==> src/rtl/cmp_pin_pkg.sv <==
package cmp_pin_pkg;
  typedef enum logic [1:0] {
    ACT_KEEP   = 2'b00,
    ACT_LOW    = 2'b01,
    ACT_HIGH   = 2'b10,
    ACT_TOGGLE = 2'b11
  } act_e;

  localparam logic [1:0] ADR_CMP_A = 2'd0;
  localparam logic [1:0] ADR_CMP_B = 2'd1;
  localparam logic [1:0] ADR_CTRL  = 2'd2;
  localparam logic [1:0] ADR_COUNT = 2'd3;

  function automatic logic apply_act(input act_e a, input logic cur);
    case (a)
      ACT_LOW:    apply_act = 1'b0;
      ACT_HIGH:   apply_act = 1'b1;
      ACT_TOGGLE: apply_act = ~cur;
      default:    apply_act = cur;
    endcase
  endfunction
endpackage

==> src/rtl/cmp_pin_counter.sv <==
module cmp_pin_counter #(
  parameter int CNT_W = 8
) (
  input  logic             clk,
  input  logic             rst_n,
  input  logic             cnt_en,
  output logic [CNT_W-1:0] cnt
);
  localparam logic [CNT_W-1:0] CNT_MAX = {CNT_W{1'b1}};

  always_ff @(posedge clk or negedge rst_n) begin
    if (!rst_n)      cnt <= '0;
    else if (cnt_en) cnt <= cnt + 1'b1;
  end

  // wrap from the top value to zero
  a_r1_wrap: assert property (@(posedge clk) disable iff (!rst_n)
    (cnt_en && cnt == CNT_MAX) |=> (cnt == '0));
  // hold while disabled
  a_r1_hold: assert property (@(posedge clk) disable iff (!rst_n)
    !cnt_en |=> $stable(cnt));
endmodule

==> src/rtl/cmp_pin_regs.sv <==
module cmp_pin_regs
  import cmp_pin_pkg::*;
#(
  parameter int CNT_W  = 8,
  parameter int NUM_CH = 2
) (
  input  logic                         clk,
  input  logic                         rst_n,
  input  logic                         wr_en,
  input  logic [1:0]                   addr,
  input  logic [7:0]                   wdata,
  input  logic [CNT_W-1:0]             cnt,
  output logic [NUM_CH-1:0][CNT_W-1:0] cmp,
  output act_e [NUM_CH-1:0]            sel,
  output logic [7:0]                   rdata
);
  localparam logic [CNT_W-1:0] CMP_RST = {CNT_W{1'b1}};

  // one compare register per channel, addressed by channel index
  for (genvar ch = 0; ch < NUM_CH; ch++) begin : g_cmp
    always_ff @(posedge clk or negedge rst_n) begin
      if (!rst_n) cmp[ch] <= CMP_RST;
      else if (wr_en && addr == 2'(ch)) cmp[ch] <= wdata[CNT_W-1:0];
    end
  end

  // selectors: channel n occupies control bits 2n+1:2n
  for (genvar ch = 0; ch < NUM_CH; ch++) begin : g_sel
    always_ff @(posedge clk or negedge rst_n) begin
      if (!rst_n) sel[ch] <= ACT_KEEP;
      else if (wr_en && addr == ADR_CTRL) sel[ch] <= act_e'(wdata[2*ch +: 2]);
    end
  end

  logic [7:0] ctrl_rd;
  always_comb begin
    ctrl_rd = 8'b1110_0000;
    for (int ch = 0; ch < NUM_CH; ch++) ctrl_rd[2*ch +: 2] = sel[ch];
  end

  always_comb begin
    rdata = '0;
    case (addr)
      ADR_CMP_A: rdata[CNT_W-1:0] = cmp[0];
      ADR_CMP_B: rdata[CNT_W-1:0] = cmp[1];
      ADR_CTRL:  rdata = ctrl_rd;
      default:   rdata[CNT_W-1:0] = cnt;
    endcase
  end

  // reserved readback pattern
  a_r7_reserved: assert property (@(posedge clk) disable iff (!rst_n)
    (addr == ADR_CTRL) |-> (rdata[7:4] == 4'b1110));
  // a compare write lands in the addressed register
  a_r8_cmp_write: assert property (@(posedge clk) disable iff (!rst_n)
    (wr_en && addr == ADR_CMP_A) |=> (cmp[0] == $past(wdata[CNT_W-1:0])));
endmodule

==> src/rtl/cmp_pin_match.sv <==
module cmp_pin_match #(
  parameter int CNT_W  = 8,
  parameter int NUM_CH = 2
) (
  input  logic                         cnt_en,
  input  logic [CNT_W-1:0]             cnt,
  input  logic [NUM_CH-1:0][CNT_W-1:0] cmp,
  output logic [NUM_CH-1:0]            ev
);
  for (genvar ch = 0; ch < NUM_CH; ch++) begin : g_eq
    assign ev[ch] = cnt_en && (cnt == cmp[ch]);
  end
endmodule

==> src/rtl/cmp_pin_level.sv <==
module cmp_pin_level
  import cmp_pin_pkg::*;
#(
  parameter int NUM_CH = 2
) (
  input  logic              clk,
  input  logic              rst_n,
  input  logic [NUM_CH-1:0] ev,
  input  act_e [NUM_CH-1:0] sel,
  output logic              level
);
  logic level_nx;

  // higher channel index wins when its action is not keep
  always_comb begin
    level_nx = level;
    for (int ch = 0; ch < NUM_CH; ch++) begin
      if (ev[ch] && sel[ch] != ACT_KEEP) level_nx = apply_act(sel[ch], level);
    end
  end

  always_ff @(posedge clk or negedge rst_n) begin
    if (!rst_n) level <= 1'b0;
    else        level <= level_nx;
  end

  // no event, no change
  a_r3_quiet: assert property (@(posedge clk) disable iff (!rst_n)
    (ev == '0) |=> $stable(level));
  // channel B forcing low overrides anything on A
  a_r4_b_prio: assert property (@(posedge clk) disable iff (!rst_n)
    (ev[NUM_CH-1] && sel[NUM_CH-1] == ACT_LOW) |=> !level);
  // toggle with a lone event inverts
  a_r2_toggle: assert property (@(posedge clk) disable iff (!rst_n)
    (ev == 2'b01 && sel[0] == ACT_TOGGLE) |=> (level != $past(level)));
endmodule

==> src/rtl/cmp_pin_ctrl.sv <==
module cmp_pin_ctrl
  import cmp_pin_pkg::*;
#(
  parameter int CNT_W = 8
) (
  input  logic       clk,
  input  logic       rst_n,
  input  logic       cnt_en,
  input  logic       wr_en,
  input  logic [1:0] addr,
  input  logic [7:0] wdata,
  output logic [7:0] rdata,
  output logic       pin_out,
  output logic       pin_oe
);
  localparam int NUM_CH = 2;

  logic [CNT_W-1:0]             cnt;
  logic [NUM_CH-1:0][CNT_W-1:0] cmp;
  act_e [NUM_CH-1:0]            sel;
  logic [NUM_CH-1:0]            ev;
  logic                         any_drive;

  cmp_pin_counter #(.CNT_W(CNT_W)) u_cnt (
    .clk(clk), .rst_n(rst_n), .cnt_en(cnt_en), .cnt(cnt));

  cmp_pin_regs #(.CNT_W(CNT_W), .NUM_CH(NUM_CH)) u_regs (
    .clk(clk), .rst_n(rst_n), .wr_en(wr_en), .addr(addr), .wdata(wdata),
    .cnt(cnt), .cmp(cmp), .sel(sel), .rdata(rdata));

  cmp_pin_match #(.CNT_W(CNT_W), .NUM_CH(NUM_CH)) u_match (
    .cnt_en(cnt_en), .cnt(cnt), .cmp(cmp), .ev(ev));

  cmp_pin_level #(.NUM_CH(NUM_CH)) u_lvl (
    .clk(clk), .rst_n(rst_n), .ev(ev), .sel(sel), .level(pin_out));

  always_comb begin
    any_drive = 1'b0;
    for (int ch = 0; ch < NUM_CH; ch++) any_drive |= (sel[ch] != ACT_KEEP);
  end
  assign pin_oe = any_drive;

  // a readback of an all-keep control byte means the pin is released
  a_r5_release: assert property (@(posedge clk) disable iff (!rst_n)
    (addr == ADR_CTRL && rdata[3:0] == 4'b0000) |-> !pin_oe);
endmodule

==> config.mk <==
export PLATFORM = sky130hd
export DESIGN_NAME = cmp_pin_ctrl
export DESIGN_NICKNAME = d
export VERILOG_FILES = /design/src/rtl/cmp_pin_pkg.sv /design/src/rtl/cmp_pin_counter.sv /design/src/rtl/cmp_pin_regs.sv /design/src/rtl/cmp_pin_match.sv /design/src/rtl/cmp_pin_level.sv /design/src/rtl/cmp_pin_ctrl.sv
export SDC_FILE = /design/constraint.sdc
export NUM_CORES = 1
export LEC_CHECK = 0
export BUFFER_PORTS_ARGS = -buffer_cell sky130_fd_sc_hd__clkbuf_2
export CAP_MARGIN = 25
export CORE_MARGIN = 5
export CORE_UTILIZATION = 49
export DETAILED_ROUTE_END_ITERATION = 7
export PLACE_DENSITY = 0.7
export REMOVE_ABC_BUFFERS = 1
export SETUP_SLACK_MARGIN = 0.05
export SLEW_MARGIN = 20
export SYNTH_ARGS = -nofsm -noshare
export SYNTH_HDL_FRONTEND = slang
export SYNTH_SLANG_ARGS = --single-unit
==> constraint.sdc <==
create_clock -name clk -period 3.1 [get_ports clk]
set_input_delay 0 -clock clk [delete_from_list [all_inputs] [get_ports clk]]
set_output_delay 0 -clock clk [all_outputs]
set_load 0.05 [all_outputs]
# Word level (Yosys, flattened, before mapping)
# Index checks and enable logic that the tools add are counted.
[totals]
ff_bits = 29
out_inout_bits = 10
elab_cells = 38
inputBits = 14
[op_classes]
eq_ne = 11
mux = 5
n_addsub = 1
n_reduce_logical = 13
bitwise = 2
[op_table]
columns = ["cell", "n"]
rows = [
  ["8-bit one-hot mux with 3 select lines", 1],
  ["8-bit equality test", 2],
  ["2-bit equality test (second input constant)", 5],
  ["8-bit by 1-bit adder with 8-bit output (second input constant)", 1],
  ["1-bit logical AND", 7],
  ["2-bit by 1-bit equality test with 1-bit output (second input constant)", 3],
  ["1-bit one-hot mux with 3 select lines", 2],
  ["2-bit nonzero test", 3],
  ["4-bit != test (second input constant)", 1],
  ["4-bit nonzero test", 1],
  ["3-bit AND reduction", 1],
  ["2-bit zero test", 1],
  ["1-bit 2-to-1 mux", 2],
  ["1-bit inverter", 1],
  ["1-bit bitwise OR", 1],
]

# Depth between registers and ports, before layout
[logic_depth]
depth_word = 5
depth_mapped = 5
depth_no_buf = 4

# Cells and area by module
# Synthesis repeated with hierarchy kept, for this count alone.
[unflattened]
hier_cells = 117
area_unflattened_um2 = 1590.3
[by_module_without_submodules]
columns = ["mod", "area_each_um2", "seq_area_each_um2", "cells_per_inst", "n_inst"]
rows = [
  ["cmp_pin_regs", 985.9, 520.5, 59, 1],
  ["cmp_pin_counter", 337.8, 200.2, 26, 1],
  ["cmp_pin_match", 190.2, 0.0, 24, 1],
  ["cmp_pin_level", 68.8, 25.0, 7, 1],
  ["cmp_pin_ctrl", 7.5, 0.0, 1, 1],
]

# Worst setup path after synthesis
# Ideal clock, no wire load.
[synth_timing]
path_type = "register to output"
from = "register u_regs.cmp[12] in the netlist's numbering"
to = "output port rdata[4]"
t_required_ns = 3.100
arrival_time_ns = 1.678
path_buffers = 0
stages_incl_launch_ff = 3
slack_ns = 1.422
path_cell_list = "dfstp_2 > mux2i_1 > o21ai_0"
[synth_via]
elab_chain_len = 1
[synth_rtl]
columns = ["element", "line_no", "text"]
rows = [
  ["start: declaration", "cmp_pin_regs.sv:13", "output logic [NUM_CH-1:0][CNT_W-1:0] cmp,"],
  ["start signal: indexed assignment", "cmp_pin_regs.sv:23", "else if (wr_en && addr == 2'(ch)) cmp[ch] <= wdata[CNT_W-1:0];"],
  ["8-bit one-hot mux with 3 select lines", "cmp_pin_regs.sv:43", "case (addr)"],
  ["end: declaration", "cmp_pin_ctrl.sv:12", "output logic [7:0] rdata,"],
]
# Every way passes these cells.

# Worst setup path after layout
[layout_timing]
from = "register u_cnt.cnt[2]"
to = "output port rdata[2]"
[layout_via]
elab_chain_len = 1
[layout_rtl]
columns = ["element", "line_no", "text"]
rows = [
  ["start: declaration", "cmp_pin_counter.sv:7", "output logic [CNT_W-1:0] cnt"],
  ["start signal: assignment", "cmp_pin_counter.sv:13", "else if (cnt_en) cnt <= cnt + 1'b1;"],
  ["8-bit one-hot mux with 3 select lines", "cmp_pin_regs.sv:43", ""],
]
# Every way passes these cells.

==> run metrics <==
Remaining DRCs 0; top achievable clock speed roughly 640 MHz; Seq/Total Area, Yosys between 40% and 50%; number of setup buffers added after CTS 0; dpl ws about 1500 ps; TritonCTS buffer count 5; DR iter-0 viols 44; Worst-Skew Late Latency around 320 ps; I/O Pins 24; largest net degree at the start of global routing 30; Critical Path Max Stage Delay about 500 ps; Tmin final between 1500 and 2000 ps; fin crit share 50.7%; Least-Margin Pin Slew about 740 ps; cts repair resizes 0; IO buf count 23; final antenna-violating net count 0; H-tree Lvls 2; GRT busiest layer met2; final setup margin about 1500 ps; Critical Path, Cell by Cell mux4_2 -> clkbuf_2; Yosys top cell by area dfstp_2; Detailed Routing Iterations Pass 1 5; Post-synth EDFFs 0; setup TNS 0 ps; type of the worst setup path flip-flop to primary output; Synth area leaders dfstp_2 (26%), dfrtp_1 (20%), mux2_2 (17%), xnor2_1 (9.8%), mux4_2 (5.6%); max-slew violations 0; worst hold path type input port to flip-flop; PwrDens ~760 nW/um2; CP required a little over 3000 ps; dominant synthesized flop cell dfstp_2; GPL Wtd Cong around 0.77; clk sink count 29; core area 3100 um2; M3 GR Usage around 4.0%; GR Util met1 20.0%; CTS tree built; Core Rows 20; Synth Cell Area approximately 1600 um2; Die Wd just under 70 um; Setup-failing EPs final 0; met2 Resource Use GR between 20% and 30%; number of antenna violations at the first check in global routing 0; VDD IR max ~330 uV; CP Launch Type flip-flop; Unique masters post-synth 27; first-pass GRT wire length between 5000 and 6000 um; RSZ-0062 raised after global routing false; initial core utilization just over 50%; P&R area growth vs syn 17.2%; worst r2r path cells 4; vias per cell around 5.4; Worst Path Max Fanout 7; hpwl dp 2330 um; Yosys reg bits 29; Setup Skew between 10 and 15 ps; vias 1079; Rel. slew slack roughly half; Overall Global Routing Usage 15.7%; dpl cells about 180; CTS hold repair buffers 10; Die Ht ~67 um; Avg WL per Cell approximately 16 um; Worst setup EP type primary output; Hold Path Cell Cnt 3; YS warnings 0; Die ar. 4520 um2; outcome complete, no violations; Reg clk slew, reported paths ~100 ps; final non-filler cell total 200; critical path arrival around 1600 ps; max_cap viols 0; clock root buffer master clkbuf_4; share of cells above drive strength 1 between 40% and 50%; ant diodes 0; Final Hold Violating Endpoints 0; vias in the first global route between 1000 and 1500; drt total wl about 3100 um; top cell type's share of synthesized area between 20% and 30%; clock tree buffer depth 2; Mapped Avg Cell Area ~13 um2; P_leak about 0.00075 uW; Post-Synthesis Cells 122; grt ovf 0; Power Total between 1000 and 1500 uW; final core utilization between 60% and 70%; asr flop ratio synth 100%; CP max-delay cell mux4_2; Final #Nets 170
## layout make-up
type | instances | area (um2)
fillers | 267 | 1220
multi-input cells | 86 | 805
clock buffers | 8 | 58.8
flip-flops and latches | 29 | 746
well taps | 44 | 55.1
repair buffers | 33 | 215
## flip-flops by register name (all words and copies together) (netlist names)
register / count
u_lvl.level: 1
u_cnt.cnt: 8
u_regs.cmp: 16
u_regs.sel: 4
## critical path, delay by kind of cell, from the launching register on
family	cells	cell delay (ps)
multiplexers	1	510
flip-flops	1	490
buffers and inverters	1	250
## power by group
| part | internal (uW) | switching (uW) | leakage, uW |
|---|---|---|---|
| logic | 259 | 276 | 0.000391 |
| clock network | 112 | 119 | 0.0000326 |
| registers | 508 | 156 | 0.000329 |
## kinds of logic (layout without fill, tap and decap cells)
| family | Yosys count | in the layout | synth area share, % |
|---|---|---|---|
| multiplexers | 29 | 29 | 23.1 |
| flip-flops | 29 | 29 | 46.5 |
| AND/OR/NAND/NOR | 24 | 24 | 8.42 |
| XOR/XNOR | 23 | 23 | 13.5 |
| AO/OA/AOI/OAI | 9 | 9 | 4.37 |
| buffers and inverters | 7 | 41 | 3.35 |
| adder cells (fa/ha/maj) | 1 | 1 | 0.780 |
## synthesized netlist by cell type, types with 3 or more instances
| master | number |
|---|---|
| nand3_1 | 3 |
| buf_6 | 3 |
| nand4_1 | 5 |
| dfrtp_1 | 13 |
| buf_2 | 4 |
| mux2_2 | 24 |
| xor2_1 | 3 |
| mux4_2 | 4 |
| nand2_1 | 7 |
| xnor2_1 | 18 |
| dfstp_2 | 16 |
## placed cells by master (no fill, tap or decap), types with 2 or more instances in the layout
cell type and count:
clkbuf_4 5, nand4_1 5, o22a_1 2, xnor2_1 18, xor2_1 3, clkbuf_2 23, mux2_2 24, mux4_2 4
nor2_1 2, nand3_1 3, or4_1 2, dfstp_2 16, dfrtp_1 13, dlygate4sd3_1 10, clkbuf_1 2, nand3b_1 2
xnor2_2 2, o211ai_1 2, nand2_1 7
## per-stage QoR
stage                     hold slack [ps]  cell area, um2
after floorplan                      -296            1550
after global placement               71.5            1720
after detailed placement             81.6            1720
after CTS                             199            1880
after global routing                  243            1880
final                                 214            1880
## per-layer routing
metal / up-vias / wire (um)
met5: - / 0
met4: 0 / 20
met3: 2 / 251
met2: 43 / 1470
met1: 525 / 1380
li1: 509 / -
## final timing paths
kind                              start       endpoint  slack [ps]
min in group asynchronous         rst_n    u_lvl.level         250
hold / removal                    wr_en  u_regs.sel[0]         210
max in group asynchronous         rst_n  u_regs.sel[3]        2390
hold reg to reg            u_cnt.cnt[7]   u_cnt.cnt[7]         570
setup / recovery           u_cnt.cnt[2]       rdata[2]        1530
setup reg to reg           u_cnt.cnt[4]    u_lvl.level        1540
Note: power is estimated with default switching activity, not from simulation.
